`src/rtl/dbg_pkg.sv`:
```
package dbg_pkg;

    typedef enum logic [1:0] {
        PRIV_U   = 2'd0,
        PRIV_S   = 2'd1,
        PRIV_RSV = 2'd2,
        PRIV_M   = 2'd3
    } priv_e;

    typedef enum logic [2:0] {
        CAUSE_NONE  = 3'd0,
        CAUSE_SWBP  = 3'd1,
        CAUSE_HALT  = 3'd3,
        CAUSE_STEP  = 3'd4,
        CAUSE_GROUP = 3'd6
    } cause_e;

    typedef struct packed {
        logic   eb_m;
        logic   eb_h;
        logic   eb_s;
        logic   eb_u;
        logic   halt;
        logic   step;
        priv_e  prv;
        cause_e cause;
    } dstat_t;

    localparam logic [3:0] DBG_VERSION = 4'd1;
    localparam int         NUM_SRC     = 4;

    // Fixed-priority source order: index 0 wins.
    localparam int SRC_EXT  = 0;
    localparam int SRC_GRP  = 1;
    localparam int SRC_HBIT = 2;
    localparam int SRC_BKPT = 3;

    function automatic cause_e src_cause(input int idx);
        case (idx)
            SRC_EXT:  return CAUSE_HALT;
            SRC_GRP:  return CAUSE_GROUP;
            SRC_HBIT: return CAUSE_HALT;
            default:  return CAUSE_SWBP;
        endcase
    endfunction

    function automatic logic [31:0] pack_stat(input dstat_t s);
        logic [31:0] w;
        w        = '0;
        w[31:28] = DBG_VERSION;
        w[15]    = s.eb_m;
        w[14]    = s.eb_h;
        w[13]    = s.eb_s;
        w[12]    = s.eb_u;
        w[10]    = 1'b0;
        w[9]     = 1'b0;
        w[8:6]   = s.cause;
        w[3]     = s.halt;
        w[2]     = s.step;
        w[1:0]   = s.prv;
        return w;
    endfunction

    function automatic dstat_t merge_write(input dstat_t s, input logic [31:0] w);
        dstat_t n;
        n      = s;
        n.eb_m = w[15];
        n.eb_h = w[14];
        n.eb_s = w[13];
        n.eb_u = w[12];
        n.halt = w[3];
        n.step = w[2];
        n.prv  = priv_e'(w[1:0]);
        return n;
    endfunction

endpackage

```
`src/rtl/dbg_stat_reg.sv`:
```
module dbg_stat_reg
    import dbg_pkg::*;
(
    input  logic        clk,
    input  logic        rst,
    input  logic        halt_on_reset_i,
    input  logic        wr_en_i,
    input  logic [31:0] wdata_i,
    input  logic        enter_i,
    input  cause_e      enter_cause_i,
    input  priv_e       enter_priv_i,
    output dstat_t      stat_o
);

    dstat_t stat_q;

    always_ff @(posedge clk) begin
        if (rst) begin
            stat_q      <= '0;
            stat_q.halt <= halt_on_reset_i;
        end else if (enter_i) begin
            stat_q.cause <= enter_cause_i;
            stat_q.prv   <= enter_priv_i;
        end else if (wr_en_i) begin
            stat_q <= merge_write(stat_q, wdata_i);
        end
    end

    assign stat_o = stat_q;

endmodule

```
`src/rtl/dbg_cause_arb.sv`:
```
module dbg_cause_arb
    import dbg_pkg::*;
(
    input  logic   dbg_mode_i,
    input  logic   ext_halt_i,
    input  logic   grp_halt_i,
    input  logic   halt_bit_i,
    input  logic   bkpt_trap_i,
    input  priv_e  cur_priv_i,
    input  logic   eb_m_i,
    input  logic   eb_s_i,
    input  logic   eb_u_i,
    output logic   enter_o,
    output cause_e cause_o,
    output logic   bkpt_normal_o
);

    logic                bkpt_route;
    logic [NUM_SRC-1:0]  req;

    always_comb begin
        case (cur_priv_i)
            PRIV_M:  bkpt_route = eb_m_i;
            PRIV_S:  bkpt_route = eb_s_i;
            PRIV_U:  bkpt_route = eb_u_i;
            default: bkpt_route = 1'b0;
        endcase
    end

    always_comb begin
        req           = '0;
        req[SRC_EXT]  = ext_halt_i;
        req[SRC_GRP]  = grp_halt_i;
        req[SRC_HBIT] = halt_bit_i;
        req[SRC_BKPT] = bkpt_trap_i & bkpt_route;
    end

    always_comb begin
        cause_o = CAUSE_NONE;
        for (int i = NUM_SRC - 1; i >= 0; i--) begin
            if (req[i]) cause_o = src_cause(i);
        end
    end

    assign enter_o       = ~dbg_mode_i & (|req);
    assign bkpt_normal_o = ~dbg_mode_i & bkpt_trap_i & ~(|req);

endmodule

```
`src/rtl/dbg_seq.sv`:
```
module dbg_seq
    import dbg_pkg::*;
#(
    parameter int          PC_W      = 32,
    parameter int unsigned ROM_ENTRY = 32'h0000_0800
) (
    input  logic            clk,
    input  logic            rst,
    input  logic            enter_i,
    input  logic            dret_i,
    input  logic [PC_W-1:0] cur_pc_i,
    input  priv_e           saved_priv_i,
    input  logic            step_bit_i,
    output logic            dbg_mode_o,
    output logic            redirect_o,
    output logic [PC_W-1:0] next_pc_o,
    output priv_e           next_priv_o,
    output logic [PC_W-1:0] dpc_o,
    output logic            step_arm_o
);

    localparam logic [PC_W-1:0] ENTRY_PC = PC_W'(ROM_ENTRY);

    logic do_ret;
    assign do_ret = dret_i & dbg_mode_o;

    always_ff @(posedge clk) begin
        if (rst) begin
            dbg_mode_o  <= 1'b0;
            redirect_o  <= 1'b0;
            next_pc_o   <= '0;
            next_priv_o <= PRIV_M;
            dpc_o       <= '0;
            step_arm_o  <= 1'b0;
        end else begin
            redirect_o <= 1'b0;
            if (enter_i) begin
                dbg_mode_o  <= 1'b1;
                redirect_o  <= 1'b1;
                next_pc_o   <= ENTRY_PC;
                next_priv_o <= PRIV_M;
                dpc_o       <= cur_pc_i;
                step_arm_o  <= 1'b0;
            end else if (do_ret) begin
                dbg_mode_o  <= 1'b0;
                redirect_o  <= 1'b1;
                next_pc_o   <= dpc_o;
                next_priv_o <= saved_priv_i;
                step_arm_o  <= step_bit_i;
            end
        end
    end

endmodule

```
`src/rtl/dbg_ctl.sv`:
```
module dbg_ctl
    import dbg_pkg::*;
#(
    parameter int          PC_W      = 32,
    parameter int unsigned ROM_ENTRY = 32'h0000_0800
) (
    input  logic            clk,
    input  logic            rst,
    input  logic            halt_on_reset_i,
    input  logic [PC_W-1:0] cur_pc_i,
    input  logic [1:0]      cur_priv_i,
    input  logic            ext_halt_i,
    input  logic            grp_halt_i,
    input  logic            bkpt_trap_i,
    input  logic            csr_rd_i,
    input  logic            csr_wr_i,
    input  logic [31:0]     csr_wdata_i,
    input  logic            dret_i,
    output logic            dbg_mode_o,
    output logic            redirect_o,
    output logic [PC_W-1:0] next_pc_o,
    output logic [1:0]      next_priv_o,
    output logic [PC_W-1:0] dpc_o,
    output logic            step_arm_o,
    output logic            illegal_o,
    output logic            bkpt_normal_o,
    output logic [31:0]     csr_rdata_o
);

    dstat_t stat;
    logic   enter;
    cause_e cause;
    priv_e  npriv;

    dbg_cause_arb u_arb (
        .dbg_mode_i    (dbg_mode_o),
        .ext_halt_i    (ext_halt_i),
        .grp_halt_i    (grp_halt_i),
        .halt_bit_i    (stat.halt),
        .bkpt_trap_i   (bkpt_trap_i),
        .cur_priv_i    (priv_e'(cur_priv_i)),
        .eb_m_i        (stat.eb_m),
        .eb_s_i        (stat.eb_s),
        .eb_u_i        (stat.eb_u),
        .enter_o       (enter),
        .cause_o       (cause),
        .bkpt_normal_o (bkpt_normal_o)
    );

    dbg_stat_reg u_stat (
        .clk             (clk),
        .rst             (rst),
        .halt_on_reset_i (halt_on_reset_i),
        .wr_en_i         (csr_wr_i & dbg_mode_o),
        .wdata_i         (csr_wdata_i),
        .enter_i         (enter),
        .enter_cause_i   (cause),
        .enter_priv_i    (priv_e'(cur_priv_i)),
        .stat_o          (stat)
    );

    dbg_seq #(
        .PC_W      (PC_W),
        .ROM_ENTRY (ROM_ENTRY)
    ) u_seq (
        .clk          (clk),
        .rst          (rst),
        .enter_i      (enter),
        .dret_i       (dret_i),
        .cur_pc_i     (cur_pc_i),
        .saved_priv_i (stat.prv),
        .step_bit_i   (stat.step),
        .dbg_mode_o   (dbg_mode_o),
        .redirect_o   (redirect_o),
        .next_pc_o    (next_pc_o),
        .next_priv_o  (npriv),
        .dpc_o        (dpc_o),
        .step_arm_o   (step_arm_o)
    );

    assign next_priv_o = npriv;
    assign illegal_o   = (csr_rd_i | csr_wr_i | dret_i) & ~dbg_mode_o;
    assign csr_rdata_o = pack_stat(stat);

endmodule

```
`config.mk`:
```
export PLATFORM = sky130hd
export DESIGN_NAME = dbg_ctl
export DESIGN_NICKNAME = d
export VERILOG_FILES = /design/src/rtl/dbg_pkg.sv /design/src/rtl/dbg_stat_reg.sv /design/src/rtl/dbg_cause_arb.sv /design/src/rtl/dbg_seq.sv /design/src/rtl/dbg_ctl.sv
export SDC_FILE = /design/constraint.sdc
export NUM_CORES = 1
export LEC_CHECK = 0
export ABC_AREA = 1
export BUFFER_PORTS_ARGS = -buffer_cell sky130_fd_sc_hd__buf_2
export CAP_MARGIN = 20
export CORE_MARGIN = 4
export CORE_UTILIZATION = 48
export DETAILED_ROUTE_END_ITERATION = 8
export GPL_ROUTABILITY_DRIVEN = 0
export GPL_TIMING_DRIVEN = 0
export PLACE_DENSITY = 0.85
export SLEW_MARGIN = 25
export SYNTH_ARGS = -nofsm -noshare
export SYNTH_HDL_FRONTEND = slang
export SYNTH_SLANG_ARGS = --single-unit
```
`constraint.sdc`:
```
create_clock -name clk -period 2.1 [get_ports clk]
set_input_delay 0.21 -clock clk [delete_from_list [all_inputs] [get_ports clk]]
set_output_delay 0.21 -clock clk [all_outputs]
set_load 0.05 [all_outputs]
```
After elaboration in Yosys (flattened, before gate mapping)
Cells that the tools add are included.

Equal/unequal tests: 3. Multiplexer cells: 15. Bitwise gates (word level): 12. Reduce and logical (&&, ||, !) cells: 8.

Operators with widths (number): $mux W12 (2); $mux W7 (2); $and A1 B1 Y1 (7); $mux W3 (2); $reduce_bool A2 Y1 (3); $mux W1 (5); $mux W5 (1); $mux W2 (2); $reduce_and A2 Y1 (2); $reduce_or A4 Y1 (1); $not A1 Y1 (3); $pmux W1 S3 (1); $eq A2 B1 Y1 const B (1); $eq A2 B2 Y1 const B (1); $logic_not A2 Y1 (1); $ne A2 B2 Y1 const B (1); $or A1 B1 Y1 (2); $reduce_or A2 Y1 (1).

Register bits after elaboration: 80. Word-level logic and storage cells: 53.

Logic depth before layout (Yosys ltp)
Gate-level depths: netlist of the first run.

Depth in word-level cells: 9. Depth in mapped cells: 10.

Cells and area by module
Synthesis of the first run repeated with hierarchy kept, for this count alone.

Cell total of the unflattened synthesis: 414. Area total of the unflattened synthesis: 3134.3 um^2.

Modules (own cells, without submodules): dbg_seq (instances 1, cells each 310, area an instance 2427.3 um^2, seq. area each 1381.3 um^2); dbg_stat_reg (instances 1, cells each 57, area an instance 430.4 um^2, seq. area each 230.2 um^2); dbg_ctl (instances 1, cells each 28, area an instance 185.2 um^2, seq. area each 0.0 um^2); dbg_cause_arb (instances 1, cells each 19, area an instance 91.3 um^2, seq. area each 0.0 um^2).

Worst setup path before layout of the first run
No wires, ideal clock.

Path type: reg2out. Start: reg u_seq.dbg_mode_o. End: out bkpt_normal_o. Data arrival time: 2.144 ns. Data required time: 1.890 ns. Slack: -0.254 ns. Stages on the path, launching flop included: 5. Path buffers: 3. Cells stage by stage: dfxtp_1 buf_2 buf_4 clkbuf_1 nor3_1.

Word-level cells in the longest chain between the ends: 3.

Ends and longest elaborated chain: from (decl) (line dbg_seq.sv:14) `output logic dbg_mode_o,`; from (signal assigned) (line dbg_seq.sv:29) `dbg_mode_o <= 1'b0;`; from (signal assigned) (line dbg_seq.sv:38) `dbg_mode_o <= 1'b1;`; from (signal assigned) (line dbg_seq.sv:45) `dbg_mode_o <= 1'b0;`; $not A1 Y1 (line dbg_cause_arb.sv:46) `assign bkpt_normal_o = ~dbg_mode_i & bkpt_trap_i & ~(|req);`; $and A1 B1 Y1 (2 in a row) (line dbg_cause_arb.sv:46); to (decl) (line dbg_ctl.sv:26) `output logic bkpt_normal_o,`.

No other way between the ends.

Worst setup path in the final report of the first run
Start: reg u_seq.dbg_mode_o. End: out illegal_o.

Word-level cells in the longest chain between the ends: 2.

Ends and longest elaborated chain: $not A1 Y1 (line dbg_ctl.sv:82) `assign illegal_o = (csr_rd_i | csr_wr_i | dret_i) & ~dbg_mode_o;`; $and A1 B1 Y1 (line dbg_ctl.sv:82); to (decl) (line dbg_ctl.sv:25) `output logic illegal_o,`.

No other way between the ends.

==> impl_summary.md, run 1 <==
Worst setup path
STA classifies the critical path startpoint as a flop. STA puts the critical path data arrival time at 1740 ps. STA classifies the critical path endpoint as an output pin. The critical path is of the flop to output pin type. Data on the critical path is required at its endpoint by 1890 ps.

The biggest fanout along the worst timing path is 10.

Logic synthesis
In the synthesized netlist, the number of instances is 404. nand2_1 is the most common cell in the netlist. The top cell type by area accounts for 48.8% of the synthesized area. Yosys attributes the largest share of cell area to dfxtp_1 (49%), nand2_1 (12%), nand3_1 (11%). The dominant combinational cell family by area after synthesis is simple AND/OR/NAND/NOR gates. The synthesized flop and latch total is 80. After synthesis, the share of flip-flops with an asynchronous set or reset is 0%. The sequential fraction of the synthesis area is 49.7%. The number of synthesis warnings is 0. Measured against the total synthesized area, the mux share comes to 0.309%. The area fraction in and, or, nand and nor cells after synthesis is 29.9%. The adder-cell area share of the yosys netlist is 0%. The number of distinct library cells after synthesis is 26. Among all flip-flop cells after synthesis, the most frequent one is dfxtp_1. The biggest area contributor in the post-synthesis netlist is dfxtp_1. After synthesis, the most frequently instantiated cells are nand2_1 (101), dfxtp_1 (79), nand3_1 (72), a21oi_1 (40), buf_4 (28). Summing the areas of all compound-gate instances in the mapped netlist gives 7.60% of the synthesized area. A synthesized cell averages 8.03 µm². Counting flops with a built-in enable in the synthesized netlist gives 1. The post-synthesis xor/xnor area fraction is 0%.

The synthesized netlist occupies a cell area of 3240 µm².

Routing
The count of routing violations after the opening detailed-route iteration is 146. For this run, design rule violations remaining after detail routing come to 0. Dividing the detail-routed wire length by the instance count gives 13.4 µm.

The final routed wirelength across all metal layers is 8660 µm. The first TritonRoute pass finished after 4 iterations. The via density per instance is 4.91.

The detail route stage leaves a number of antenna-violating nets equal to 0. The total number of vias is 3178.

Floorplanning
The core area is 6460 µm². The starting utilization of the core area is 50.2%. 178 I/O pins were placed.

Measured along the y axis, the die boundary spans 90.2 µm. The overall die area is 8140 µm². Row generation in the floorplan step produced 29 rows. The die is 90.2 µm wide.

Power
The design draws 3.72 mW. In this run switching power makes up 32.2% of total power. The internal power consumption is 2.52 mW. The share of total power in combinational logic is 22.8%. The clock network is responsible for 32.7% of the overall power. The leakage power summed over all cells is 2.18 nW. IR analysis of the VDD net gives a maximum drop of 0.000555 V. The net switching power is 1.20 mW. Dividing total power by cell area gives a power density of 869 nW/µm². Sequential cells burn 44.5% of the power.

Status
The flow ran to the end, and the final reports show no timing, DRC or antenna violations.

Clock tree
The clock latency on the worst-skew pair is 340 ps. TritonCTS built the clock tree. The tree built by TritonCTS fans out to 80 sinks. The post-cts repair resize count is 0.

The clock tree root buffer cell is clkbuf_8. The setup fix buffers added after clock tree synthesis is 0. The number of clock buffers inserted by TritonCTS is 9. The clock tree synthesis step divided the H-tree into 3 levels. The number of buffers on the longest clock path is 2. For this design, the CTS-stage hold fixing added 0 buffers.

The clock slew at the register clock pins of the worst setup and hold paths is 80 ps.

Cells and area
The number of standard cells in the layout, taps in and fillers out is 647. The final layout net count is 640. The combined flip-flop and latch cell area is 1610 µm².

The area growth from synthesis to final layout is 32.1%. The layout has 565 filler cells. The final standard cell utilization of the core is 66.4%.

In the final layout, the multi-input gates occupy 1310 µm². The finished cells cover 4290 µm². The antenna cell count is 0. In the final layout, the share of cells above drive strength 1 is 35.6%.

STA
The final-layout worst hold slack is 54.3 ps. The worst relative slew slack is 59.8%. The total count of max-transition violations in the final report is 0. Counting I/O delays and the setup requirement, the final critical path takes 1950 ps. The number of setup violations in the final report is 0. The count of final hold-check violations was 0. After layout, the worst setup slack is 150 ps. In the final timing run, aggregate negative setup slack is 0 ps. The maximum achievable frequency is 513 MHz. Dividing the final minimum period by the clock period gives 92.9%.

Setup repair after global routing left no endpoint under its margin. The worst-margin pin slew is 603 ps. The maximum clock skew at final layout is 9.78 ps.

Run
Max-cap violations in this run came to 0.

Placed design
Once placement completed, the tool counted placed cells totaling 631. The pre-CTS worst setup slack is 519 ps. The number of buffer cells added on primary ports is 131. The placed wire-length estimate after detailed placement is 6580 µm. The area after detailed placement is 4070 µm².

Worst hold path
The path class of the tightest hold or removal check is input pin to flop.

Global routing
The via count of the first global-routing pass is 2955. The total track usage is 20.8%. The pin count of the biggest net entering global routing is 13. The number of antenna violations at the first check in global routing is 0. Summed over all layers, the global routing overflow is 0. The first global-routing pass estimated 14000 µm of wire.
## placed cells by master, fill, tap and decap left out
cell type | synthesis | routed
inv_2 | 1 | 1
conb_1 | 2 | 21
nand2_4 | 2 | 2
nand2_1 | 101 | 101
o21ai_0 | 6 | 6
nand2_8 | 1 | 1
nand4_1 | 3 | 3
clkinv_2 | 0 | 1
o211ai_1 | 1 | 1
buf_4 | 28 | 28
nor3_2 | 1 | 2
buf_2 | 6 | 137
bufinv_16 | 0 | 2
buf_6 | 5 | 5
inv_1 | 8 | 8
dfxtp_1 | 79 | 79
clkinv_1 | 1 | 1
nand3_1 | 72 | 72
a21oi_2 | 1 | 1
clkbuf_1 | 13 | 16
buf_8 | 1 | 1
nor2_1 | 16 | 16
edfxtp_1 | 1 | 1
nor2_8 | 1 | 1
mux2i_1 | 1 | 1
nor3_1 | 2 | 1
a21oi_1 | 40 | 40
clkbuf_8 | 0 | 10
nand2_2 | 11 | 11
## state kept, by name (all words and copies together) (netlist names)
register,flops
u_seq.dbg_mode_o,1
u_seq.dpc_o,32
u_seq.next_pc_o,32
u_seq.next_priv_o,2
u_seq.redirect_o,1
u_seq.step_arm_o,1
u_stat.stat_o,11
## per-layer routing
layer	share of wire, %	vias up	global-route usage [%]	wire, µm
met3	8.5	14	5.59	740
li1	-	1598	-	-
met1	40	1426	24.4	3470
met2	50	140	35.4	4290
met4	1.8	0	9.57	158
met5	0	-	0	0
## power groups by stage
stage | clock [mW] | sequential [mW] | combinational [mW]
floorplan | 0 | 1.94 | 0.395
global placement | 0 | 1.69 | 0.840
detailed placement | 0 | 1.69 | 0.850
CTS | 1.24 | 1.66 | 0.852
global route | 1.32 | 1.67 | 0.906
finish | 1.22 | 1.66 | 0.850
## layout make-up
class	count	area share [%]
Clock buffer	13	3.47
Buffer	53	8.41
Timing Repair Buffer	131	15.3
Inverter	10	0.876
Tap cell	77	2.25
Clock inverter	3	1.52
Multi-Input combinational cell	280	30.6
Sequential cell	80	37.6
## path summary, 6_finish.rpt
check / to / start / depth (start not counted) / slack, ps
min: u_seq.dpc_o[12]$_SDFFE_PP0P_ / cur_pc_i[12] / 3 / 50
max: illegal_o / u_seq.dbg_mode_o$_SDFFE_PP0P_ / 5 / 150
max reg2reg: u_seq.dpc_o[20]$_SDFFE_PP0P_ / u_stat.stat_o[6]$_DFFE_PP_ / 6 / 580
min reg2reg: u_seq.next_pc_o[31]$_SDFFE_PP0P_ / u_seq.next_pc_o[31]$_SDFFE_PP0P_ / 2 / 460
## logic make-up after synthesis
family | count (synthesis)
simple gates | 210
flops | 80
buf+inv | 63
compound gates | 48
other cells | 2
mux | 1
## worst max-delay path, cell delays in order (launching register included)
cell and delay [ps]:
dfxtp_1 320, buf_2 160, buf_4 180, clkbuf_1 410
nor2_1 100, buf_2 230
Note: power is estimated with default switching activity, not from simulation.
==> run 2, diff against run 1 <==
--- a/config.mk
+++ b/config.mk
@@ -9,11 +9,11 @@
 export BUFFER_PORTS_ARGS = -buffer_cell sky130_fd_sc_hd__buf_2
 export CAP_MARGIN = 20
 export CORE_MARGIN = 4
-export CORE_UTILIZATION = 48
+export CORE_UTILIZATION = 44
 export DETAILED_ROUTE_END_ITERATION = 8
 export GPL_ROUTABILITY_DRIVEN = 0
 export GPL_TIMING_DRIVEN = 0
-export PLACE_DENSITY = 0.85
+export PLACE_DENSITY = 0.79
 export SLEW_MARGIN = 25
 export SYNTH_ARGS = -nofsm -noshare
 export SYNTH_HDL_FRONTEND = slang
==> constraint.sdc (replaced) <==
create_clock -name clk -period 2.2 [get_ports clk]
set_input_delay 0.22 -clock clk [delete_from_list [all_inputs] [get_ports clk]]
set_output_delay 0.22 -clock clk [all_outputs]
set_load 0.05 [all_outputs]
==> run 2 against run 1 <==
Against the previous run:
- worst hold slack better by 15 ps
- clock-buffer cell count is 1 lower
- combinational power is 4.2% lower
- critical endpoint is now bkpt_normal_o
- largest cell class unchanged
- largest power group unchanged
==> impl_summary.md, run 2 (synthesized netlist as in run 1, its figures left out) <==
Global routing
The first-pass GRT wire length is 13800 µm (was 14000 µm). The number of antenna violations at the first check in global routing is 0 (unchanged). The pin count of the biggest net entering global routing is 14 (was 13). The final global-route overflow total is 0 (unchanged). The via count of the first global-routing pass is 2946 (was 2955). The total track usage was 19.8% (was 20.8%).

Cells and area
Highest-count cells in the layout ignoring fill and taps: buf_2 (137), nand2_1 (101), dfxtp_1 (79) (unchanged). The commonest non-fill, non-tap cell in the layout is buf_2 (unchanged). The final standard cell utilization of the core is 60.0% (was 66.4%). The area growth from synthesis to final layout came to 33.5% (was 32.1%). The final layout net count is 640 (unchanged).

The antenna cell count is 0 (unchanged). The final-layout fill cell count is 719 (was 565). The proportion of layout cells with a drive suffix above 1 is 36.0% (was 35.6%).

The number of standard cells in the layout, taps in and fillers out was 669 (was 647).

Clock tree
The clock tree root buffer cell is clkbuf_8 (unchanged). The count of clock tree sinks is 80 (unchanged). The clock slew at the register clock pins of the worst setup and hold paths is 80 ps (about the same). The clock latency on the worst-skew pair is 330 ps (was 340 ps).

The number of buffers on the longest clock path was 2 (unchanged). The post-cts repair resize count is 0 (unchanged). The number of clock buffers inserted by TritonCTS was 9 (unchanged). The number of hold buffers added after CTS is 0 (unchanged).

The TritonCTS clock tree is done (unchanged). The setup fix buffers added after clock tree synthesis was 0 (unchanged). The maximum level of the CTS H-tree is 3 (unchanged).

Routing
The wire length on met2 is 4360 µm (was 4290 µm). The number of nets with antenna violations after detailed routing is 0 (unchanged). The count of routing violations after the opening detailed-route iteration is 85 (was 146). The total number of vias is 3221 (was 3178). The iteration count of the initial detailed-routing pass is 4 (unchanged). The met1 routed wirelength after detailed routing is 3730 µm (was 3470 µm). The total DRC errors in the routed layout is 0 (unchanged).

The top routing layer in use is met4 (unchanged). The final routed wire length divided by cell count is 13.3 µm (was 13.4 µm). The via density per instance is 4.81 (was 4.91). The met3 wirelength from detailed routing came to 638 µm (was 740 µm).

The final routed wirelength across all metal layers came to 8930 µm (was 8660 µm).

Worst setup path
The number of cells on the worst reg-to-reg path came to 5 (was 6). The startpoint of the worst setup timing path is u_seq.dbg_mode_o$_SDFFE_PP0P_ (unchanged). The worst-path cell with the longest stage delay is clkbuf_1 (unchanged). The startpoint of the most critical register-to-register path is u_seq.dbg_mode_o$_SDFFE_PP0P_ (was u_stat.stat_o[6]$_DFFE_PP_). The type of destination of the critical path is an output pin (unchanged). The minimum setup slack among reg-to-reg paths is 650 ps (was 580 ps). The critical path data arrival time is 1830 ps (was 1740 ps). CP cell instances: buf_2 > buf_4 > clkbuf_1 > nor3_2 > buf_2 (was buf_2 > buf_4 > clkbuf_1 > nor2_1 > buf_2). The required time reported for the critical path endpoint is 1980 ps (was 1890 ps). The terminus of the critical flop-to-flop path was u_seq.next_pc_o[30]$_SDFFE_PP0P_ (was u_seq.dpc_o[20]$_SDFFE_PP0P_). The biggest fanout along the worst timing path is 10 (unchanged). The critical path endpoint is bkpt_normal_o (was illegal_o). The critical path start-end classification is flop to output pin (unchanged). The largest stage delay on the critical path is 450 ps (was 410 ps). The dominant cell type by count on the critical path is buf_2 (unchanged). The sort of element at the start of the critical path is a flop (unchanged).

Floorplanning
The width of the die came to 93.9 µm (was 90.2 µm). The number of placed I/O pins came to 178 (unchanged). The overall die area is 8810 µm² (was 8140 µm²). The die span in y came to 93.9 µm (was 90.2 µm). The number of placement rows was 31 (was 29). The core area is 7210 µm² (was 6460 µm²). The starting utilization of the core area is 45.0% (was 50.2%).

Power
The power density of the placed cells is 834 nW/µm² (was 869 nW/µm²). The leakage power summed over all cells is 2.19 nW (was 2.18 nW). The worst voltage drop across the vdd grid is 0.000369 V (was 0.000555 V).

Status
Run status: completed (unchanged).

STA
The share of the cycle needed by the critical path after routing is 93.0%. The worst-margin pin slew is 623 ps (was 603 ps). The worst relative slew slack is 58.5% (was 59.8%). The smallest clock period supported by the final layout is computed as 2050 ps. The maximum clock skew at final layout is 7.51 ps (was 9.78 ps). Timing would allow up to 489 MHz. The total count of max-transition violations in the final report is 0 (unchanged). The count of final hold-check violations is 0 (unchanged). The sum of negative setup slack was 0 ps (unchanged). The number of setup violations in the final report is 0 (unchanged). Setup repair after global routing missed its margin: no (unchanged).

Placed design
The number of buffer cells added on primary ports is 131 (unchanged). The placed wire-length estimate after detailed placement is 6790 µm (was 6580 µm). The total instance count after detailed placement came to 653 (was 631).

Worst hold path
The type of the most critical hold path is input pin to flop (unchanged). The start point of the worst hold path is cur_pc_i[14] (was cur_pc_i[12]).

Run
The max-cap check violation count is 0 (unchanged).
[run 2: cell type report]
type | instances | area, µm² | share of cell area [%]
Inverter | 10 | 37.5 | 0.867
Multi-Input combinational cell | 280 | 1310 | 30.3
Clock inverter | 4 | 76.3 | 1.76
Clock buffer | 12 | 155 | 3.58
Sequential cell | 80 | 1610 | 37.2
Tap cell | 99 | 124 | 2.86
Timing Repair Buffer | 131 | 656 | 15.1
Buffer | 53 | 360 | 8.32
[run 2: where the power goes]
group	total [mW]	internal (mW)	switching [mW]
Clock	1.21	0.704	0.511
Sequential	1.58	1.53	0.0555
Combinational	0.814	0.210	0.603
Total	3.61	2.44	1.17
[run 2: critical path, delay by kind of cell, from the launching register on]
family                 cells  cell delay, ps
buffers and inverters      4            1030
flip-flops                 1             360
AND/OR/NAND/NOR            1             100
[run 2: per-layer routing]
metal	vias up	global-route usage, %
met5	-	0
li1	1597	-
met2	118	32.8
met3	20	5.05
met4	0	9.15
met1	1486	24.0
[run 2: how the worst min path moves through the flow]
stage | endpoint | cells after the start | slack, ps
6_report | u_seq.dpc_o[14]$_SDFFE_PP0P_ | 3 | 70
5_1_grt | u_seq.dpc_o[17]$_SDFFE_PP0P_ | 3 | 60
3_5_place_dp | u_seq.dpc_o[23]$_SDFFE_PP0P_ | 3 | 410
2_1_floorplan | u_seq.dpc_o[0]$_SDFFE_PP0P_ | 2 | 320
4_1_cts | u_seq.dpc_o[19]$_SDFFE_PP0P_ | 3 | 60
3_3_place_gp | u_seq.dpc_o[21]$_SDFFE_PP0P_ | 3 | 410
[run 2: per-stage QoR]
| stage | setup WS, ps | hold slack (ps) | power [mW] | cell area (µm²) |
|---|---|---|---|---|
| CTS | 190 | 56.0 | 3.63 | 4330 |
| detailed placement | 563 | 409 | 2.43 | 4100 |
| global route | 94.4 | 57.1 | 3.76 | 4330 |
| finish | 153 | 69.0 | 3.61 | 4330 |
| floorplan | 248 | 317 | 2.23 | 3320 |
| global placement | 601 | 405 | 2.41 | 4100 |
==> run 3, diff against run 2 <==
--- a/config.mk
+++ b/config.mk
@@ -13,6 +13,7 @@
 export DETAILED_ROUTE_END_ITERATION = 8
 export GPL_ROUTABILITY_DRIVEN = 0
 export GPL_TIMING_DRIVEN = 0
+export MAX_ROUTING_LAYER = met4
 export PLACE_DENSITY = 0.79
 export SLEW_MARGIN = 25
 export SYNTH_ARGS = -nofsm -noshare
==> run 3 against run 2 <==
Against the previous run:
- cell count unchanged
- final area unchanged
- clock power about the same
- combinational power about the same
- non-clock buffer count unchanged
- via count down 0.75%
==> impl_summary.md, run 3 (synthesized netlist as in run 1, its figures left out) <==
Worst setup path
The startpoint of the worst setup timing path is u_seq.dbg_mode_o$_SDFFE_PP0P_ (unchanged). The sort of element at the start of the critical path is a flop (unchanged). The biggest fanout along the worst timing path is 10 (unchanged).

The category of cells accounting for the largest share of critical-path delay is buffers and inverters (unchanged). The critical path start-end classification was flop to output pin (unchanged). The critical path data arrival time is 1800 ps (was 1830 ps). The startpoint of the most critical register-to-register path is u_seq.dbg_mode_o$_SDFFE_PP0P_ (unchanged). The dominant cell type by count on the critical path is buf_2 (unchanged). The required time reported for the critical path endpoint is 1980 ps (about the same). The largest stage delay on the critical path came to 430 ps (was 450 ps).

The worst-path cell with the longest stage delay was clkbuf_1 (unchanged). The worst path buffer plus inverter count is 4 (unchanged). CP cell instances: buf_2 > buf_4 > clkbuf_1 > nor3_2 > buf_2 (unchanged). The type of destination of the critical path is an output pin (unchanged).

Worst hold path
The start point of the worst hold path is cur_pc_i[14] (unchanged). The type of the most critical hold path is input pin to flop (unchanged).

STA
The maximum achievable frequency is 496 MHz (was 489 MHz). The worst-margin pin slew is 617 ps (was 623 ps). The total count of max-transition violations in the final report is 0 (unchanged). The final critical delay including setup and external delays is 2020 ps (was 2050 ps). The share of the cycle needed by the critical path after routing was 91.6% (was 93.0%). The worst relative slew slack came to 58.9% (was 58.5%). The number of setup violations in the final report is 0 (unchanged). Setup repair after global routing missed its margin: no (unchanged). The count of final hold-check violations is 0 (unchanged).

The sum of negative setup slack is 0 ps (unchanged). The maximum clock skew at final layout came to 7.05 ps (was 7.51 ps).

Floorplanning
The overall die area was 8810 µm² (unchanged). The core area is 7210 µm² (unchanged). The number of placed I/O pins is 178 (unchanged). The number of placement rows is 31 (unchanged).

The starting utilization of the core area was 45.0% (unchanged). The die span in y was 93.9 µm (unchanged). The width of the die was 93.9 µm (unchanged).

Power
The leakage power summed over all cells is 2.19 nW (unchanged). The power density of the placed cells is 833 nW/µm² (was 834 nW/µm²). The worst voltage drop across the vdd grid is 0.000369 V (about the same).

Clock tree
The maximum level of the CTS H-tree is 3 (unchanged). The count of clock tree sinks is 80 (unchanged). The number of clock buffers inserted by TritonCTS was 9 (unchanged).

The clock slew at the register clock pins of the worst setup and hold paths came to 80 ps (about the same). The clock latency on the worst-skew pair is 330 ps (about the same). The clock tree root buffer cell is clkbuf_8 (unchanged). The post-cts repair resize count is 0 (unchanged). The TritonCTS clock tree is done (unchanged).

The number of buffers on the longest clock path is 2 (unchanged). The setup fix buffers added after clock tree synthesis was 0 (unchanged). The number of hold buffers added after CTS is 0 (unchanged).

Status
Run status: completed (unchanged).

Global routing
The pin count of the biggest net entering global routing came to 14 (unchanged). The via count of the first global-routing pass is 2939 (was 2946). The final global-route overflow total was 0 (unchanged).

The total track usage was 20.4% (was 19.8%). The first-pass GRT wire length is 13800 µm (about the same). The number of antenna violations at the first check in global routing is 0 (unchanged).

Cells and area
The proportion of layout cells with a drive suffix above 1 is 36.0% (unchanged). Highest-count cells in the layout ignoring fill and taps: buf_2 (137), nand2_1 (101), dfxtp_1 (79) (unchanged). The area growth from synthesis to final layout was 33.5% (unchanged). The antenna cell count was 0 (unchanged). The final standard cell utilization of the core is 60.0% (unchanged).

The final layout net count is 640 (unchanged). The commonest non-fill, non-tap cell in the layout is buf_2 (unchanged).

Routing
The number of nets with antenna violations after detailed routing is 0 (unchanged). The count of routing violations after the opening detailed-route iteration is 91 (was 85). The final routed wirelength across all metal layers is 8850 µm (was 8930 µm). The final routed wire length divided by cell count is 13.2 µm (was 13.3 µm). The total number of vias came to 3197 (was 3221). The via density per instance came to 4.78 (was 4.81). The total DRC errors in the routed layout was 0 (unchanged). The iteration count of the initial detailed-routing pass is 4 (unchanged).

Run
The max-cap check violation count is 0 (unchanged).

Placed design
The placed wire-length estimate after detailed placement is 6790 µm (unchanged). The number of buffer cells added on primary ports is 131 (unchanged).
[run 3: cell counts in the layout (fill, tap and decap cells not counted)]
No cell type changed its count.
[run 3: per-stage QoR]
step	setup WS (ps)	hold slack [ps]	total power, mW	instance area, µm²	cells
2_1_floorplan	248	317	2.23	3320	423
3_3_place_gp	601	405	2.41	4100	653
3_5_place_dp	563	409	2.43	4100	653
4_1_cts	190	56.0	3.63	4330	669
5_1_grt	94.1	55.2	3.76	4330	669
6_report	184	72.4	3.61	4330	669
[run 3: layer usage]
layer / vias to the layer above / global-route usage (%) / routed length (µm) / part of all wire, %
met1: 1464 / 24.3 / 3670 / 41
met3: 13 / 4.65 / 674 / 7.6
met4: 0 / 9.15 / 159 / 1.8
li1: 1594 / - / - / -
met2: 126 / 32.8 / 4350 / 49
met5: - / - / 0 / 0
[run 3: cell type report]
class / count / area [µm²]
Clock inverter: 4 / 76.3
Buffer: 53 / 360
Inverter: 10 / 37.5
Tap cell: 99 / 124
Fill cell: 719 / 2880
Sequential cell: 80 / 1610
Timing Repair Buffer: 131 / 656
Clock buffer: 12 / 155
Multi-Input combinational cell: 280 / 1310
[run 3: worst register-to-register path: stages (launching register included)]
cell      delay (ps)
dfxtp_1          360
buf_2            170
buf_4            180
clkbuf_1         430
nand3_1          150
a21oi_1          170
[run 3: final timing paths]
path,to,slack (ps),depth (start not counted)
max,bkpt_normal_o,180,5
min,u_seq.dpc_o[14]$_SDFFE_PP0P_,70,3
max reg2reg,u_seq.next_pc_o[30]$_SDFFE_PP0P_,680,5
min reg2reg,u_seq.next_pc_o[31]$_SDFFE_PP0P_,460,2
[run 3: where the power goes]
part	total, mW	leakage, nW	internal (mW)	switching, mW
Clock	1.21	0.113	0.704	0.507
Combinational	0.812	1.42	0.210	0.602
Sequential	1.58	0.657	1.53	0.0552
Total	3.61	2.19	2.44	1.16
